`config.mk`:
```
export PLATFORM = sky130hd
export DESIGN_NAME = acc_alu8
export DESIGN_NICKNAME = d
export VERILOG_FILES = /design/src/rtl/acc_alu_pkg.sv /design/src/rtl/acc_opnd_sel.sv /design/src/rtl/acc_wreg.sv /design/src/rtl/acc_alu_core.sv /design/src/rtl/acc_alu8.sv
export SDC_FILE = /design/constraint.sdc
export NUM_CORES = 1
export LEC_CHECK = 0
export ABC_AREA = 1
export ABC_CLOCK_PERIOD_IN_PS = 2300
export BUFFER_PORTS_ARGS = -buffer_cell sky130_fd_sc_hd__buf_2
export CORE_AREA = 2 2 85 87
export CTS_BUF_LIST = sky130_fd_sc_hd__clkbuf_8 sky130_fd_sc_hd__clkbuf_16
export CTS_CLUSTER_SIZE = 8
export DETAILED_ROUTE_END_ITERATION = 10
export DIE_AREA = 0 0 87 89
export GPL_TIMING_DRIVEN = 0
export PLACE_DENSITY_LB_ADDON = 0.12
export SETUP_SLACK_MARGIN = 0.3
export SYNTH_ARGS = -nofsm -noshare
export SYNTH_HDL_FRONTEND = slang
export SYNTH_SLANG_ARGS = --single-unit
```
`constraint.sdc`:
```
create_clock -name clk -period 2.3 [get_ports clk]
set_input_delay 0.115 -clock clk [delete_from_list [all_inputs] [get_ports clk]]
set_output_delay 0.115 -clock clk [all_outputs]
set_load 0.05 [all_outputs]
```
`src/rtl/acc_alu_pkg.sv`:
```
package acc_alu_pkg;
  typedef enum logic [3:0] {
    OP_MOVB = 4'd0,
    OP_ADD  = 4'd1,
    OP_SUB  = 4'd2,
    OP_AND  = 4'd3,
    OP_IOR  = 4'd4,
    OP_XOR  = 4'd5,
    OP_COMB = 4'd6,
    OP_INCB = 4'd7,
    OP_DECB = 4'd8,
    OP_RLB  = 4'd9,
    OP_RRB  = 4'd10,
    OP_SWPB = 4'd11,
    OP_MOVW = 4'd12,
    OP_RSV0 = 4'd13,
    OP_RSV1 = 4'd14,
    OP_RSV2 = 4'd15
  } alu_op_e;

  typedef struct packed {
    logic c;
    logic dc;
    logic z;
  } flag_set_t;
endpackage

```
`src/rtl/acc_opnd_sel.sv`:
```
module acc_opnd_sel #(
  parameter int WIDTH = 8
) (
  input  logic             pick_lit,
  input  logic [WIDTH-1:0] file_in,
  input  logic [WIDTH-1:0] lit_in,
  output logic [WIDTH-1:0] opnd_b
);
  // operand B source
  assign opnd_b = pick_lit ? lit_in : file_in;
endmodule

```
`src/rtl/acc_wreg.sv`:
```
module acc_wreg #(
  parameter int WIDTH = 8
) (
  input  logic             clk,
  input  logic             rst_n,
  input  logic             load,
  input  logic [WIDTH-1:0] d,
  output logic [WIDTH-1:0] q
);
  always_ff @(posedge clk) begin
    if (!rst_n) q <= '0;
    else if (load) q <= d;
  end

  assert_wreg_load_R10: assert property (@(posedge clk) disable iff (!rst_n)
    load |=> (q == $past(d)));
  assert_wreg_hold_R10: assert property (@(posedge clk) disable iff (!rst_n)
    !load |=> $stable(q));
endmodule

```
`src/rtl/acc_alu_core.sv`:
```
module acc_alu_core
  import acc_alu_pkg::*;
#(
  parameter int WIDTH = 8
) (
  input  logic [3:0]       op_code,
  input  logic [WIDTH-1:0] w_opnd,
  input  logic [WIDTH-1:0] b_opnd,
  input  logic             carry_in,
  output logic [WIDTH-1:0] res,
  output flag_set_t        flag_new,
  output flag_set_t        flag_upd
);
  localparam int NIB = WIDTH / 2;

  // {carry out of top bit, carry out of low half, sum}
  function automatic logic [WIDTH+1:0] add_dc(input logic [WIDTH-1:0] a,
                                              input logic [WIDTH-1:0] b,
                                              input logic cin);
    logic [NIB:0]   lo;
    logic [WIDTH:0] full;
    lo   = {1'b0, a[NIB-1:0]} + {1'b0, b[NIB-1:0]} + {{NIB{1'b0}}, cin};
    full = {1'b0, a} + {1'b0, b} + {{WIDTH{1'b0}}, cin};
    return {full[WIDTH], lo[NIB], full[WIDTH-1:0]};
  endfunction

  localparam logic [WIDTH-1:0] ONE = {{(WIDTH-1){1'b0}}, 1'b1};

  logic [WIDTH+1:0] sum_add;
  logic [WIDTH+1:0] sum_sub;
  alu_op_e          op;

  assign op      = alu_op_e'(op_code);
  assign sum_add = add_dc(w_opnd, b_opnd, 1'b0);
  assign sum_sub = add_dc(b_opnd, ~w_opnd, 1'b1);  // not-borrow

  always_comb begin
    res        = b_opnd;
    flag_new.c = carry_in;
    flag_new.dc = 1'b0;
    flag_upd   = '0;
    unique case (op)
      OP_MOVB: flag_upd.z = 1'b1;
      OP_ADD: begin
        res = sum_add[WIDTH-1:0];
        flag_new.c  = sum_add[WIDTH+1];
        flag_new.dc = sum_add[WIDTH];
        flag_upd    = '{c: 1'b1, dc: 1'b1, z: 1'b1};
      end
      OP_SUB: begin
        res = sum_sub[WIDTH-1:0];
        flag_new.c  = sum_sub[WIDTH+1];
        flag_new.dc = sum_sub[WIDTH];
        flag_upd    = '{c: 1'b1, dc: 1'b1, z: 1'b1};
      end
      OP_AND:  begin res = b_opnd & w_opnd; flag_upd.z = 1'b1; end
      OP_IOR:  begin res = b_opnd | w_opnd; flag_upd.z = 1'b1; end
      OP_XOR:  begin res = b_opnd ^ w_opnd; flag_upd.z = 1'b1; end
      OP_COMB: begin res = ~b_opnd;         flag_upd.z = 1'b1; end
      OP_INCB: begin res = b_opnd + ONE;    flag_upd.z = 1'b1; end
      OP_DECB: begin res = b_opnd - ONE;    flag_upd.z = 1'b1; end
      OP_RLB: begin
        res        = {b_opnd[WIDTH-2:0], carry_in};
        flag_new.c = b_opnd[WIDTH-1];
        flag_upd.c = 1'b1;
      end
      OP_RRB: begin
        res        = {carry_in, b_opnd[WIDTH-1:1]};
        flag_new.c = b_opnd[0];
        flag_upd.c = 1'b1;
      end
      OP_SWPB: res = {b_opnd[NIB-1:0], b_opnd[WIDTH-1:NIB]};
      OP_MOVW: res = w_opnd;
      default: res = b_opnd;
    endcase
    flag_new.z = (res == '0);
  end
endmodule

```
`src/rtl/acc_alu8.sv`:
```
module acc_alu8
  import acc_alu_pkg::*;
#(
  parameter int WIDTH = 8
) (
  input  logic             clk,
  input  logic             rst_n,
  input  logic [3:0]       op,
  input  logic             use_lit,
  input  logic [WIDTH-1:0] file_val,
  input  logic [WIDTH-1:0] lit_val,
  input  logic             c_in,
  input  logic             dc_in,
  input  logic             z_in,
  input  logic             exec_en,
  input  logic             dest_w,
  output logic [WIDTH-1:0] result,
  output logic             c_out,
  output logic             dc_out,
  output logic             z_out,
  output logic             upd_c,
  output logic             upd_dc,
  output logic             upd_z,
  output logic             file_we,
  output logic [WIDTH-1:0] w_val
);
  localparam int NIB = WIDTH / 2;

  logic [WIDTH-1:0] b_opnd;
  logic             w_load;
  flag_set_t        f_new;
  flag_set_t        f_upd;

  acc_opnd_sel #(.WIDTH(WIDTH)) u_sel (
    .pick_lit(use_lit), .file_in(file_val), .lit_in(lit_val), .opnd_b(b_opnd));

  acc_alu_core #(.WIDTH(WIDTH)) u_core (
    .op_code(op), .w_opnd(w_val), .b_opnd(b_opnd), .carry_in(c_in),
    .res(result), .flag_new(f_new), .flag_upd(f_upd));

  assign w_load  = exec_en & dest_w;
  assign file_we = exec_en & ~dest_w;

  acc_wreg #(.WIDTH(WIDTH)) u_w (
    .clk(clk), .rst_n(rst_n), .load(w_load), .d(result), .q(w_val));

  // un-owned flags pass through
  assign upd_c  = f_upd.c;
  assign upd_dc = f_upd.dc;
  assign upd_z  = f_upd.z;
  assign c_out  = f_upd.c  ? f_new.c  : c_in;
  assign dc_out = f_upd.dc ? f_new.dc : dc_in;
  assign z_out  = f_upd.z  ? f_new.z  : z_in;

  assert_sub_noborrow_R3: assert property (@(posedge clk) disable iff (!rst_n)
    (op == OP_SUB) |-> (c_out == (b_opnd >= w_val)));
  assert_add_halfcarry_R2: assert property (@(posedge clk) disable iff (!rst_n)
    (op == OP_ADD) |->
      (dc_out == (({1'b0, w_val[NIB-1:0]} + {1'b0, b_opnd[NIB-1:0]}) > (NIB+1)'((1 << NIB) - 1))));
  assert_logic_keeps_c_R5: assert property (@(posedge clk) disable iff (!rst_n)
    (op inside {OP_AND, OP_IOR, OP_XOR, OP_COMB}) |-> (c_out == c_in && dc_out == dc_in));
  assert_rotl_carry_R7: assert property (@(posedge clk) disable iff (!rst_n)
    (op == OP_RLB) |-> (result[0] == c_in && c_out == b_opnd[WIDTH-1] && z_out == z_in));
  assert_swap_noflags_R8: assert property (@(posedge clk) disable iff (!rst_n)
    (op == OP_SWPB) |-> (c_out == c_in && dc_out == dc_in && z_out == z_in));
  assert_dest_excl_R10: assert property (@(posedge clk) disable iff (!rst_n)
    file_we |=> $stable(w_val));
endmodule

```
==> results of run 1 <==
stage by stage:
step	instances	area, um^2
floorplan	500	2730
global placement	629	3070
detailed placement	629	3070
CTS	651	3620
global route	668	3970
finish	668	3970
path summary, 6_finish.rpt:
| path | start | end | slack (ns) | depth (start not counted) |
|---|---|---|---|---|
| worst min-delay path | rst_n | u_w.q[3] | 0.18 | 3 |
| worst max register to register | u_w.q[3] | u_w.q[6] | 0.25 | 14 |
| worst min register to register | u_w.q[4] | u_w.q[4] | 0.58 | 2 |
| worst max-delay path | u_w.q[0] | z_out | -0.22 | 16 |
layout make-up:
| cell class | count | share of cell area, % |
|---|---|---|
| plain buffers | 9 | 3.09 |
| clock buffers | 3 | 1.04 |
| clock inverters | 1 | 0.0945 |
| inverters | 72 | 7.81 |
| multi-input cells | 411 | 64.8 |
| flip-flops and latches | 8 | 4.63 |
| well taps | 80 | 2.52 |
| repair buffers | 84 | 16.1 |
cell usage after synthesis, drive strengths merged:
cell type and n:
nor2 60, inv 72, xnor2 1, a22oi 1
nand4 12, nand3b 1, a21oi 26, dfxtp 8
clkbuf 1, or2 2, nand2 186, ha 30
o2bb2ai 1, buf 8, o31a 1, nor3 4
nand3 41, o221ai 1, o21ai 34, a21o 1
fa 3, o211ai 2, xor2 1, o22ai 3
worst max-delay path, delay by kind of cell, from the launching register on:
kind                     cells  cell delay, ns
buffers and inverters        2            0.23
adder cells (fa/ha/maj)      2            0.54
AO/OA/AOI/OAI                2            0.13
flip-flops                   1            0.37
AND/OR/NAND/NOR             10            0.91
kinds of logic after synthesis:
| kind of cell | after synthesis | synth area share, % |
|---|---|---|
| fa+ha+maj | 33 | 16.5 |
| flops | 8 | 6.06 |
| compound gates | 70 | 14.6 |
| simple gates | 306 | 49.1 |
| buf+inv | 81 | 13.1 |
| xor+xnor | 2 | 0.663 |
timing repair:
item / 4_1_cts / 5_1_grt
pin swaps: 28 / 31
buffers inserted: 18 / 17
resized for setup: 105 / 73
setup endpoints to repair: 15 / 14
metal layers:
metal	global-route usage, %	vias to the layer above	wire length [um]
li1	-	1776	-
met2	45.8	153	5180
met5	0	-	0
met4	6.68	0	198
met3	1.66	21	864
met1	39.1	1691	4710
power breakdown:
group | leakage [nW] | switching [mW] | internal, mW
Sequential | 0.0703 | 0.0183 | 0.149
Clock | 0.0269 | 0.0549 | 0.116
Combinational | 1.92 | 0.732 | 0.470
Total | 2.02 | 0.805 | 0.735
==> reports/metrics.yaml, run 1 <==
clk_pin_slew_worst_paths_ns: 0.04
ctsHoldBuffers: 0
cts_tree: "yes"
numCtsBuffers: 3
period_share_pct: 110
crit_fanout: 3
grt_overflow: 0
clock_sinks: 8
vias: 3641
synth_top_area_share_pct: 25.0
skew_ns: 0.00316
core.rowCount: 30
crit_type: "reg2out"
synth_area_um2: 2640
gr-usage-all-layers_pct: 27.6
largest_reg_flops: 8
fin_setup_tns_ns: -0.584
root_buffer: "clkbuf_8"
ys_ff_latch: 8
syn_area_per_cell_um2: 5.28
place_hpwl_um: 7980
leakagePower_nw: 2.02
core_area_um2: 6720
final_max_slew_viol_count: 0
gp_congestion: 0.973
cp_cell_sequence: "ha_4 -> fa_2 -> inv_2 -> o21ai_1 -> nand2_1 -> o21ai_2 -> nand2_1 -> nand3_2 -> nor2_2 -> nand2_1 -> nand2_2 -> nand2_1 -> nor2_2 -> nand3_2 -> nand2_4 -> buf_8"
drtPass1Iterations: 7
htreeDepth: 1
utilization_pct: 59.1
max_freq_mhz: 397
slowest_delay_ns: 0.37
top_register: "u_w.q"
dp_slack_ns: -0.588
synth_top_cell_by_area: "nand2_1"
cp_common_cell: "nand2_1"
via_per_inst: 5.45
tightest_slew_ns: 0.662
synth.area.top_cells: "nand2_1 25%, ha_1 14%, inv_1 9.7%"
grt_setup_unrepaired: "yes"
finalSetupViolCount: 5
route.detailed.drc: 0
num_io_pins: 51
hold_viol_final: 0
worst_path_max_delay_cell: "dfxtp_4"
largestRegisters: "u_w.q: 8 flops"
violations: "negative setup slack"
power_mw: 1.54
worst_skew_pair.late_latency_ns: 0.22
holdWs_ns: 0.184
maxCapViolCount: 0
syn_nets: 561
end_kind: "primary output"
fillers: 677
regArea_um2: 184
startpoint_type: "register"
die_y_um: 89
crit_arrival_ns: 2.40
final_common_cell: "nand2_1"
yosys_warnings: 0
syn_to_final_growth_pct: 50.4
final_cell_mix: "145 x nand2_1, 47 x inv_1, 45 x nor2_1"
status: "finished with violations"
cp.required_ns: 2.18
seq_area_frac_synth_pct: 6.06
multi_input_area_um2: 2570
grt_pass1_wl_um: 16600
ir_worst_vdd_mv: 0.546
powerDensity_nw_per_um2: 388
slew_headroom_pct: 55.6
fin_nets: 650
synthCells: 500
drive_gt1_share_pct: 38.9
wl_per_cell_um: 16.4
dieArea_um2: 7740
io_buffers: 49
fp.dieW_um: 87
start_util_pct: 39.3
wl_um: 10900
grt_pass1_vias: 3247
min_period_ns: 2.52
hp-class: "in2reg"
cts.path.max_buffers: 2
antenna_left: 0
diodes: 0
grt_max_degree: 11
synth_cell_types: 34
setup_ws_ns: -0.220
drtIter0Drc: 287
antenna_found_initial: 0
Power figures use the tool's default switching activity.
==> inputs of run 2 (changes only) <==
--- a/config.mk
+++ b/config.mk
@@ -5,7 +5,6 @@
 export SDC_FILE = /design/constraint.sdc
 export NUM_CORES = 1
 export LEC_CHECK = 0
-export ABC_AREA = 1
 export ABC_CLOCK_PERIOD_IN_PS = 2300
 export BUFFER_PORTS_ARGS = -buffer_cell sky130_fd_sc_hd__buf_2
 export CORE_AREA = 2 2 85 87
@@ -16,6 +15,7 @@
 export GPL_TIMING_DRIVEN = 0
 export PLACE_DENSITY_LB_ADDON = 0.12
 export SETUP_SLACK_MARGIN = 0.3
+export SLEW_MARGIN = 40
 export SYNTH_ARGS = -nofsm -noshare
 export SYNTH_HDL_FRONTEND = slang
 export SYNTH_SLANG_ARGS = --single-unit
==> reports/metrics.yaml, run 2 <==
final_common_cell: "buf_6"
syn_nets: 431  # -23%
gr-usage-all-layers_pct: 30.7  # +3.1 points
powerDensity_nw_per_um2: 427  # +10%
cp.required_ns: 2.18  # about the same
clk_pin_slew_worst_paths_ns: 0.04  # about the same
synth_top_area_share_pct: 14.1  # -11 points
synth_simple_gate_area_share_pct: 21.9  # -27 points
crit_arrival_ns: 3.50  # +1.10 ns
synth.area.top_cells: "ha_1 14%, dfxtp_1 6.0%, mux2i_4 5.9%"
synthAdderAreaFrac_pct: 16.4  # -0.10 points
hold_viol_final: 0  # unchanged
root_buffer: "clkbuf_8"
hp-class: "in2reg"
wl_per_cell_um: 21.7  # +32%
synthArstFlopShare_pct: 0  # unchanged
die_y_um: 89  # unchanged
r2r_end: "u_w.q[5]"
vias: 3688  # +1.3%
dieArea_um2: 7740  # unchanged
holdPathStages: 2  # -1
min_period_ns: 3.62  # +1.10 ns
via_per_inst: 6.47  # +19%
largest_reg_flops: 8  # unchanged
tightest_slew_ns: 1.12  # +0.454 ns
setup_ws_ns: -1.32  # -1.10 ns
startpoint_type: "input pin"
period_share_pct: 157  # +48 points
htreeDepth: 1  # unchanged
violations: "negative setup slack"
worst_path_max_delay_cell: "or4_4"
syn_area_per_cell_um2: 7.18  # +36%
regToRegSetupSlack_ns: -0.99  # -1.24 ns
max_freq_mhz: 276  # -30%
num_io_pins: 51  # unchanged
start_util_pct: 39.6  # +0.24 points
io_buffers: 46  # -6.1%
synthCells: 370  # -26%
fin_setup_tns_ns: -12.01  # -11.43 ns
yosys_most_used_dff: "dfxtp_1"
largestRegisters: "u_w.q: 8 flops"
fp.dieW_um: 87  # unchanged
route.detailed.drc: 0  # unchanged
skew_ns: 0.00473  # +0.00156 ns
fillers: 540  # -20%
muxShareOfSynthArea_pct: 6.69  # +6.7 points
synth-edff-count: 0  # unchanged
cp_cell_sequence: "buf_16 -> buf_12 -> buf_12 -> mux2i_4 -> buf_6 -> inv_1 -> ha_1 -> o21ai_1 -> nand3b_1 -> buf_4 -> a221o_1 -> a2111oi_4 -> a22oi_2 -> or4_4 -> o32ai_2 -> buf_6"
numCtsBuffers: 3  # unchanged
clock_sinks: 8  # unchanged
stdcell_area_um2: 4570  # +15%
grt_overflow: 0  # unchanged
drive_gt1_share_pct: 49.6  # +11 points
worst_skew_pair.late_latency_ns: 0.23  # about the same
ys_ff_latch: 8  # unchanged
synth_area_um2: 2660  # +0.62%
seq_area_frac_synth_pct: 6.03  # -0.037 points
end_kind: "primary output"
synth_top_family_by_area: "compound AO/OA/AOI/OAI gates"
core.rowCount: 30  # unchanged
regArea_um2: 176  # -4.1%
power_mw: 1.95  # +27%
holdWs_ns: 0.111  # -0.0730 ns
min_from: "rst_n"
drtIter0Drc: 558  # +94%
ir_worst_vdd_mv: 0.647  # +18%
syn_to_final_growth_pct: 72.1
wl_um: 12300  # +13%
cts.path.max_buffers: 2  # unchanged
fin_nets: 552  # -15%
yosys_warnings: 0  # unchanged
synth_most_common_cell: "nand2_1"
grt_setup_unrepaired: "yes"
finalSetupViolCount: 16  # +11
synth_compound_area_share_pct: 37.6  # +23 points
diodes: 0  # unchanged
synth_common_cells: "39 x nand2_1, 30 x ha_1, 27 x a21oi_1, 22 x inv_1, 21 x nor2_1"
antenna_left: 0  # unchanged
core_area_um2: 6720  # unchanged
synth_top_cell_by_area: "ha_1"
multi_input_area_um2: 2910  # +13%
cts_tree: "yes"
synthXorXnorAreaFrac_pct: 2.31  # +1.6 points
final_max_slew_viol_count: 0  # unchanged
reg2reg_depth: 18  # +4
slew_headroom_pct: 25.2  # -30 points
leakagePower_nw: 1.88  # -6.9%
synth_cell_types: 68  # +100%
place_hpwl_um: 8070  # +1.1%
drtPass1Iterations: 5  # -2
maxCapViolCount: 0  # unchanged
grt_pass1_wl_um: 18400  # +11%
crit_type: "in2out"
crit_fanout: 4  # +1
antenna_found_initial: 0  # unchanged
r2r-start: "u_w.q[4]"
dp_slack_ns: -1.55  # -0.958 ns
top_register: "u_w.q"
slowest_delay_ns: 0.55  # +0.18 ns
grt_pass1_vias: 3505  # +7.9%
final_cell_mix: "44 x buf_6, 43 x buf_2, 33 x nand2_1"
min_to: "u_w.q[7]"
status: "finished with violations"
gp_congestion: 0.952  # -2.1%
dpl-instance-area_um2: 3330  # +8.4%
grt_max_degree: 11  # unchanged
## run 2: changes by cell type in the layout (fill, tap and decap cells not counted), sizes merged, moves of 7 or more
cell / change
nand2: -147
buf: +40
nor2: -39
inv: -38
nand3: -22
o21ai: -13
nand4: -10
mux2i: +9
a31oi: +7
nor3: +7
## run 2: worst max-delay path by stage
stage                       end  depth (start not counted)      from
after floorplan           z_out                         11   use_lit
after global placement    z_out                         12   use_lit
after detailed placement  z_out                         12   use_lit
after CTS                 z_out                         11  u_w.q[0]
after global routing      z_out                         16   use_lit
final                     z_out                         16   use_lit
## run 2: final cells by class
type                    count  share of cell area (%)
plain buffers              23                    4.13
clock buffers               3                   0.903
clock inverters             1                  0.0821
inverters                  31                    2.87
multi-input cells         308                    63.6
flip-flops and latches      8                    3.86
well taps                  80                    2.19
repair buffers            116                    22.3
## run 2: worst max-delay path: cells and delay by family
| family | cells | cell delay, ns |
|---|---|---|
| AO/OA/AOI/OAI | 5 | 1.22 |
| adder cells (fa/ha/maj) | 1 | 0.23 |
| multiplexers | 1 | 0.26 |
| AND/OR/NAND/NOR | 2 | 0.71 |
| buffers and inverters | 7 | 0.97 |
## run 2: what timing repair did
item | in CTS | in global routing
gates cloned | 1 | 0
buffers inserted | 61 | 8
setup endpoints to repair | 17 | 18
gates resized for setup | 105 | 39
hold buffers | 0 | 0
pin swaps | 32 | 20
## run 2: logic make-up (layout without fill, tap and decap cells)
kind of cell               after synthesis  in the layout
AOI/OAI and AO/OA                      139            139
and+or+nand+nor                        120            120
buffers and inverters                   54            174
adders and majority gates               33             33
muxes                                    9              9
DFF                                      8              8
xor gates and xnor gates                 7              7
## run 2: layer usage
layer / wire length [um] / GRT usage, % / vias up
met2: 5920 / 53.3 / 217
li1: - / - / 1641
met1: 5000 / 38.6 / 1786
met4: 429 / 11.9 / 0
met5: 0 / 0 / -
met3: 994 / 4.16 / 44
## run 2: power breakdown
part / leakage [nW] / total, mW / internal [mW] / switching [mW]
combinational: 1.78 / 1.61 / 0.747 / 0.865
clock: 0.0269 / 0.175 / 0.116 / 0.0594
sequential: 0.0687 / 0.164 / 0.149 / 0.0153
## run 2: through the flow
step / utilization, % / instances
6_report: 68.1 / 570
5_1_grt: 68.1 / 570
4_1_cts: 64.2 / 562
3_5_place_dp: 49.5 / 496
3_3_place_gp: 49.5 / 496
2_1_floorplan: - / 370
